<file path="src/rtl/aud_rx_pkg.sv">
package aud_rx_pkg;

    typedef enum logic [1:0] {
        FMT_LSB16 = 2'd0,
        FMT_LSB20 = 2'd1,
        FMT_MSB20 = 2'd2,
        FMT_I2S   = 2'd3
    } rx_fmt_e;

    typedef enum logic [1:0] {
        ST_PRIME = 2'd0,
        ST_SEEK  = 2'd1,
        ST_LEFT  = 2'd2,
        ST_RIGHT = 2'd3
    } rx_state_e;

endpackage

</file>
<file path="src/rtl/aud_rx_pins.sv">
module aud_rx_pins (
    input  logic clk,
    input  logic rst_n,
    input  logic bclk_in,
    input  logic lrck_in,
    input  logic sdat_in,
    output logic strobe,
    output logic sd,
    output logic lr
);
    logic bclk_q;
    logic bclk_q2;
    logic lrck_q;
    logic sdat_q;

    // Register the serial lines once; a second bit-clock stage finds the rising edge.
    always_ff @(posedge clk) begin
        if (!rst_n) begin
            bclk_q  <= 1'b0;
            bclk_q2 <= 1'b0;
            lrck_q  <= 1'b0;
            sdat_q  <= 1'b0;
        end else begin
            bclk_q  <= bclk_in;
            bclk_q2 <= bclk_q;
            lrck_q  <= lrck_in;
            sdat_q  <= sdat_in;
        end
    end

    assign strobe = bclk_q & ~bclk_q2;
    assign sd     = sdat_q;
    assign lr     = lrck_q;

endmodule

</file>
<file path="src/rtl/aud_rx_slots.sv">
module aud_rx_slots
    import aud_rx_pkg::*;
#(
    parameter int WORD_W        = 20,
    parameter int SHORT_W       = 16,
    parameter int MAX_HALF_BITS = 32
) (
    input  logic              clk,
    input  logic              rst_n,
    input  logic              resync,
    input  logic              strobe,
    input  logic              sd,
    input  logic              lr,
    input  rx_fmt_e           fmt,
    output logic              edge_hit,
    output logic [WORD_W-1:0] word
);
    localparam int CNT_W = $clog2(MAX_HALF_BITS + 1);
    localparam logic [CNT_W-1:0] CNT_MAX = CNT_W'(MAX_HALF_BITS);
    localparam logic [CNT_W-1:0] CNT_ONE = CNT_W'(1);

    logic              lr_prev_q;
    logic [WORD_W-1:0] win_q;
    logic [WORD_W-1:0] acc_q;
    logic [WORD_W-1:0] acc_d;
    logic [CNT_W-1:0]  cnt_q;
    logic              off;

    // I2S data starts one slot after the frame-clock edge.
    assign off      = (fmt == FMT_I2S);
    assign edge_hit = strobe && (lr != lr_prev_q);

    // Slot-addressed accumulator for the edge-anchored formats.
    for (genvar g = 0; g < WORD_W; g++) begin : g_acc
        if (g == WORD_W - 1) begin : g_top
            assign acc_d[g] = edge_hit ? (sd & ~off)
                            : ((int'(cnt_q) == int'(off) + (WORD_W - 1 - g)) ? sd : acc_q[g]);
        end else begin : g_rest
            assign acc_d[g] = edge_hit ? 1'b0
                            : ((int'(cnt_q) == int'(off) + (WORD_W - 1 - g)) ? sd : acc_q[g]);
        end
    end

    always_ff @(posedge clk) begin
        if (!rst_n) begin
            lr_prev_q <= 1'b0;
            win_q     <= '0;
            acc_q     <= '0;
            cnt_q     <= '0;
        end else begin
            if (resync) begin
                acc_q <= '0;
                cnt_q <= '0;
            end else if (strobe) begin
                acc_q <= acc_d;
                win_q <= {win_q[WORD_W-2:0], sd};
                if (edge_hit) begin
                    cnt_q <= CNT_ONE;
                end else if (cnt_q != CNT_MAX) begin
                    cnt_q <= cnt_q + CNT_ONE;
                end
            end
            if (strobe) begin
                lr_prev_q <= lr;
            end
        end
    end

    // Word from the half-frame that ends at the current edge.
    always_comb begin
        unique case (fmt)
            FMT_LSB16: word = {win_q[SHORT_W-1:0], {(WORD_W - SHORT_W){1'b0}}};
            FMT_LSB20: word = win_q;
            FMT_MSB20: word = acc_q;
            FMT_I2S:   word = acc_q;
            default:   word = acc_q;
        endcase
    end

    // the newest sampled bit sits at the bottom of the window
    a_r3_window_shift: assert property (@(posedge clk) disable iff (!rst_n)
        (strobe && !resync) |=> (win_q[0] == $past(sd)));

endmodule

</file>
<file path="src/rtl/aud_rx_frame.sv">
module aud_rx_frame
    import aud_rx_pkg::*;
#(
    parameter int WORD_W = 20
) (
    input  logic              clk,
    input  logic              rst_n,
    input  logic              resync,
    input  logic              strobe,
    input  logic              edge_hit,
    input  logic              lr,
    input  rx_fmt_e           fmt,
    input  logic [WORD_W-1:0] word,
    output logic [WORD_W-1:0] left_word,
    output logic [WORD_W-1:0] right_word,
    output logic              frame_valid
);
    rx_state_e         state_q;
    rx_state_e         state_d;
    logic              have_left_q;
    logic [WORD_W-1:0] left_stage_q;
    logic              new_is_left;
    logic              fire;

    assign new_is_left = (fmt == FMT_I2S) ? ~lr : lr;
    assign fire = !resync && (state_q == ST_RIGHT) && edge_hit && have_left_q;

    always_ff @(posedge clk) begin
        if (!rst_n) begin
            state_q <= ST_PRIME;
        end else begin
            state_q <= state_d;
        end
    end

    always_comb begin
        state_d = state_q;
        if (resync) begin
            state_d = ST_PRIME;
        end else begin
            unique case (state_q)
                ST_PRIME: if (strobe)   state_d = ST_SEEK;
                ST_SEEK:  if (edge_hit) state_d = new_is_left ? ST_LEFT : ST_RIGHT;
                ST_LEFT:  if (edge_hit) state_d = ST_RIGHT;
                ST_RIGHT: if (edge_hit) state_d = ST_LEFT;
                default:                state_d = ST_PRIME;
            endcase
        end
    end

    always_ff @(posedge clk) begin
        if (!rst_n) begin
            have_left_q  <= 1'b0;
            left_stage_q <= '0;
            left_word    <= '0;
            right_word   <= '0;
            frame_valid  <= 1'b0;
        end else begin
            frame_valid <= fire;
            if (resync) begin
                have_left_q <= 1'b0;
            end else if ((state_q == ST_LEFT) && edge_hit) begin
                left_stage_q <= word;
                have_left_q  <= 1'b1;
            end else if ((state_q == ST_PRIME) || (state_q == ST_SEEK)) begin
                have_left_q <= 1'b0;
            end
            if (fire) begin
                left_word  <= left_stage_q;
                right_word <= word;
            end
        end
    end

    // the valid strobe lasts one cycle
    a_r8_one_cycle: assert property (@(posedge clk) disable iff (!rst_n)
        frame_valid |=> !frame_valid);

    // words move only together with the strobe
    a_r8_hold_words: assert property (@(posedge clk) disable iff (!rst_n)
        !frame_valid |-> ($stable(left_word) && $stable(right_word)));

    // a strobe follows the end of a right half
    a_r8_after_right: assert property (@(posedge clk) disable iff (!rst_n)
        frame_valid |-> ($past(state_q) == ST_RIGHT));

    // a format change restarts framing with no strobe
    a_r9_resync: assert property (@(posedge clk) disable iff (!rst_n)
        resync |=> ((state_q == ST_PRIME) && !frame_valid));

endmodule

</file>
<file path="src/rtl/aud_serial_rx.sv">
module aud_serial_rx
    import aud_rx_pkg::*;
#(
    parameter int WORD_W        = 20,
    parameter int SHORT_W       = 16,
    parameter int MAX_HALF_BITS = 32
) (
    input  logic              clk,
    input  logic              rst_n,
    input  logic [1:0]        fmt_sel,
    input  logic              bclk_in,
    input  logic              lrck_in,
    input  logic              sdat_in,
    output logic [WORD_W-1:0] left_word,
    output logic [WORD_W-1:0] right_word,
    output logic              frame_valid
);
    logic              strobe;
    logic              sd;
    logic              lr;
    logic              edge_hit;
    logic [WORD_W-1:0] word;
    logic [1:0]        fmt_q;
    logic              resync;
    rx_fmt_e           fmt;

    always_ff @(posedge clk) begin
        if (!rst_n) begin
            fmt_q <= 2'd0;
        end else begin
            fmt_q <= fmt_sel;
        end
    end

    assign resync = (fmt_sel != fmt_q);
    assign fmt    = rx_fmt_e'(fmt_q);

    aud_rx_pins i_pins (
        .clk     (clk),
        .rst_n   (rst_n),
        .bclk_in (bclk_in),
        .lrck_in (lrck_in),
        .sdat_in (sdat_in),
        .strobe  (strobe),
        .sd      (sd),
        .lr      (lr)
    );

    aud_rx_slots #(
        .WORD_W        (WORD_W),
        .SHORT_W       (SHORT_W),
        .MAX_HALF_BITS (MAX_HALF_BITS)
    ) i_slots (
        .clk      (clk),
        .rst_n    (rst_n),
        .resync   (resync),
        .strobe   (strobe),
        .sd       (sd),
        .lr       (lr),
        .fmt      (fmt),
        .edge_hit (edge_hit),
        .word     (word)
    );

    aud_rx_frame #(
        .WORD_W (WORD_W)
    ) i_frame (
        .clk         (clk),
        .rst_n       (rst_n),
        .resync      (resync),
        .strobe      (strobe),
        .edge_hit    (edge_hit),
        .lr          (lr),
        .fmt         (fmt),
        .word        (word),
        .left_word   (left_word),
        .right_word  (right_word),
        .frame_valid (frame_valid)
    );

endmodule

</file>
<file path="config.mk">
export PLATFORM = sky130hd
export DESIGN_NAME = aud_serial_rx
export DESIGN_NICKNAME = d
export VERILOG_FILES = /design/src/rtl/aud_rx_pkg.sv /design/src/rtl/aud_rx_pins.sv /design/src/rtl/aud_rx_slots.sv /design/src/rtl/aud_rx_frame.sv /design/src/rtl/aud_serial_rx.sv
export SDC_FILE = /design/constraint.sdc
export NUM_CORES = 1
export LEC_CHECK = 0
export ABC_AREA = 0
export BUFFER_PORTS_ARGS = -buffer_cell sky130_fd_sc_hd__buf_2
export CAP_MARGIN = 20
export CORE_MARGIN = 1.5
export CORE_UTILIZATION = 45
export DETAILED_ROUTE_END_ITERATION = 7
export GPL_ROUTABILITY_DRIVEN = 1
export PLACE_DENSITY = 0.6
export SLEW_MARGIN = 10
export SYNTH_ARGS = -nofsm -noshare
export SYNTH_HDL_FRONTEND = slang
export SYNTH_SLANG_ARGS = --single-unit
</file>
<file path="constraint.sdc">
create_clock -name clk -period 1.7 [get_ports clk]
set_input_delay 0.255 -clock clk [delete_from_list [all_inputs] [get_ports clk]]
set_output_delay 0.255 -clock clk [all_outputs]
set_load 0.02 [all_outputs]
</file>
==> summary.md <==
| Metric | Value |
|---|---|
| Hold Crit Depth | 2 |
| Initial antenna violation count | 0 |
| Pin count of the biggest net entering global routing | 82 |
| Cts bufs inserted | 17 |
| Initial drt markers | 350 |
| Worst EP arrival | 1.93 ns |
| Number of global-route vias before repair | 3,864 |
| Clk pwr share | 55.4% |
| Fillers | 985 |
| Yosys reg bits | 117 |
| Routed wire length | 11,600 um |
| Die area | 12,000 sq um |
| Tot GR Track Use | 20.8% |
| R2R cell count | 5 |
| Clk_lat worst skew | 0.41 ns |
| Post-CTS Setup Repair Bufs | 0 |
| Most common cell in the synthesized netlist | nand2_1 |
| Final nets | 636 |
| Slew margin rel. | 55.3% |
| Top_reg_cell synth | dfxtp_1 |
| Core ar. | 10,900 sq um |
| Outcome | complete, no violations |
| Worst r2r src | i_slots.cnt_q[2]$_SDFFE_PP0P_ |
| Avg Vias per Cell | 5.27 |
| Logic pwr share | 3.5% |
| Post-synth EDFFs | 0 |
| Setup crit end kind | flop |
| Non-Filler Instances | 780 |
| Final hold vios | 0 |
| CTS tree | yes |
| First-pass detailed-route iteration total | 5 |
| Fmax | 626 MHz |
| ANT cells | 0 |
| Worst-case clock buffer depth | 2 |
| Pleak | 2.68 nW |
| # setup viols final | 0 |
| Sequential Power Share | 41.0% |
| Dpl cells | 748 |
| Synth area leader | dfxtp_1 |
| Syn_area_per_cell | 8.86 sq um |
| Net Switching | 1.37 mW |
| YS warnings | 0 |
| Die Y | 110 um |
| Final Wtd Congestion | 0.869 |
| Final Worst Setup Slack | 0.102 ns |
| CTS root buf | clkbuf_16 |
| Starting density of the core | 46.8% |
| DPL Wire Length | 8040 um |
| Routed via count | 4,107 |
| Max-Cap Viols | 0 |
| Req. time, crit path | 2.03 ns |
| Worst Hold Launch | sdat_in |
| Fin crit period | 1.60 ns |
| # clock sinks | 117 |
| Synth top area share | 45.8% |
| Ranking of synthesized cells by area | dfxtp_1, mux2i_1, nand2_1 |
| Mapped Area | 5110 sq um |
| Sequential-to-total area share from yosys stat | 45.8% |
| Hold Crit Class | primary input to flop |
| Peak supply drop | 0.000634 V |
| Final ANT Viol Nets | 0 |
| RSZ-0062 raised after global routing | false |
| Hold Path End | i_pins.sd$_SDFF_PN0_ |
| Crit start category | flop |
| Ratio of cells with drive above 1 in the final layout | 18.4% |
| H-Tree Depth | 4 |
| Die width | 110 um |
| Setup TNS | 0 ns |
| Netlist cell types | 47 |
| Critical Setup Path Class | flop to flop |
| Final worst-path cycle share | 94.0% |
| Final Max Slew Viols | 0 |
| Net Sw Frac | 20.3% |
| WL/cell | 14.8 um |
| Clock Skews | 0.00745 ns |
| GR Overflow Total | 0 |
| First-pass GRT wire length | 19,000 um |
| R2R Path End | i_slots.acc_q[3]$_SDFFE_PP0P_ |
| Reg clk slew, reported paths | 0.05 ns |
| Share of synthesized flip-flops with an asynchronous set or reset | 0% |
| Fin util | 56.7% |
| FF-to-FF setup slack | 0.10 ns |
| DRC | 0 |
| Row Count | 38 |
| Pre-CTS setup slack | 0.0574 ns |
| Commonest cells in the netlist | nand2_1, dfxtp_1, mux2i_1 |
| Crit-path max FO | 12 |
| Port bufs | 47 |
| Pwr/cell area | 1090 nW/um^2 |
| P_int | 5.39 mW |
| Syn_nets | 586 |
| I/O pins | 48 |
| Synth Instances | 577 |
| Area grow syn2layout | 21.2% |
| Worst Tran Pin Value | 0.669 ns |
-- cell families (layout without fill, tap and decap cells) --
kind of cell	after synthesis	in the layout	share of synthesized area, %
flip-flops	117	117	45.8
buffers and inverters	46	109	4.48
AO/OA/AOI/OAI	89	89	10.3
XOR/XNOR	10	10	2.01
adder cells (fa/ha/maj)	2	2	0.489
multiplexers	83	83	16.3
AND/OR/NAND/NOR	230	230	20.7
-- power by group through the flow --
stage	Clock [mW]	Sequential (mW)	Combinational, mW
4_1_cts	3.83	2.77	0.234
3_5_place_dp	0	2.83	0.233
2_1_floorplan	0	2.82	0.167
6_report	3.75	2.78	0.239
3_3_place_gp	0	2.83	0.230
5_1_grt	3.95	2.78	0.259
-- stage by stage --
stage                     instance area (sq um)  power, mW  hold WS [ns]
after floorplan                            5110       2.99         0.377
after global placement                     5550       3.06         0.438
after detailed placement                   5550       3.06         0.449
after CTS                                  6170       6.84        0.0245
after global routing                       6200       6.98        0.0429
final                                      6200       6.76        0.0477
-- layout by cell type, fill, tap and decap left out, types with 4 or more instances in the layout --
cell	n
nand2_1	160
dfxtp_1	115
mux2i_1	82
buf_2	47
a21oi_1	37
o21ai_0	34
buf_4	19
clkbuf_16	17
nand3_1	15
nor2_1	12
and2_1	11
inv_1	7
nand4_1	6
xnor2_1	5
o211ai_1	4
clkinv_2	4
bufinv_16	4
buf_12	4
-- registers in the layout (all words and copies together) (netlist names) --
register and flops:
fmt 2, i_frame.frame_valid 1, i_frame.have_left_q 1, i_frame.left_stage_q 20
i_frame.left_word 20, i_frame.right_word 20, i_frame.state_q 2, i_pins.bclk_q 1
i_pins.bclk_q2 1, i_pins.lr 1, i_pins.sd 1, i_slots.acc_q 20
i_slots.cnt_q 6, i_slots.lr_prev_q 1, i_slots.win_q 20
-- routing by layer --
layer / vias to the layer above / GRT usage [%] / routed length [um]
li1: 2065 / - / -
met4: 0 / 8.81 / 138
met5: - / 0 / 0
met1: 1896 / 27.3 / 5510
met3: 16 / 4.80 / 608
met2: 130 / 32.8 / 5320
-- cell type report --
cell class	count	area, sq um	share of cell area (%)
tap	140	175	2.83
clock buffer	23	478	7.71
sequential	117	2340	37.8
clock inverter	9	149	2.40
timing repair buffer	70	458	7.39
inverter	7	26.3	0.424
multi-input combinational	414	2570	41.4
-- how the worst max path moves through the flow --
stage | startpoint | end | slack, ns | cells past startpoint
after detailed placement | fmt[0]$_SDFF_PN0_ | i_frame.left_word[11]$_SDFFE_PN0P_ | 0.06 | 5
after global placement | fmt[1]$_SDFF_PN0_ | i_slots.acc_q[10]$_SDFFE_PP0P_ | 0.06 | 6
final | i_slots.cnt_q[2]$_SDFFE_PP0P_ | i_slots.acc_q[3]$_SDFFE_PP0P_ | 0.10 | 5
after CTS | fmt[0]$_SDFF_PN0_ | i_frame.left_word[11]$_SDFFE_PN0P_ | 0.04 | 5
after floorplan | i_slots.cnt_q[0]$_SDFFE_PP0P_ | i_slots.cnt_q[0]$_SDFFE_PP0P_ | 0.16 | 6
after global routing | fmt[1]$_SDFF_PN0_ | i_frame.state_q[0]$_SDFFE_PP0P_ | 0.02 | 6
-- critical path: stages, from the launching register on --
cell      delay, ns
dfxtp_1        0.43
nor4b_1        0.43
buf_4          0.21
and2_1         0.19
o211ai_1       0.11
a21oi_1        0.15
-- timing repair --
| action | 4_1_cts | 5_1_grt |
|---|---|---|
| hold buffers | 0 | 0 |
| endpoints found under the hold margin | 0 | 0 |
| endpoints found under the setup margin | 0 | 27 |
| gates resized for setup | 0 | 6 |
No activity file was read; power rests on OpenSTA's default activity.
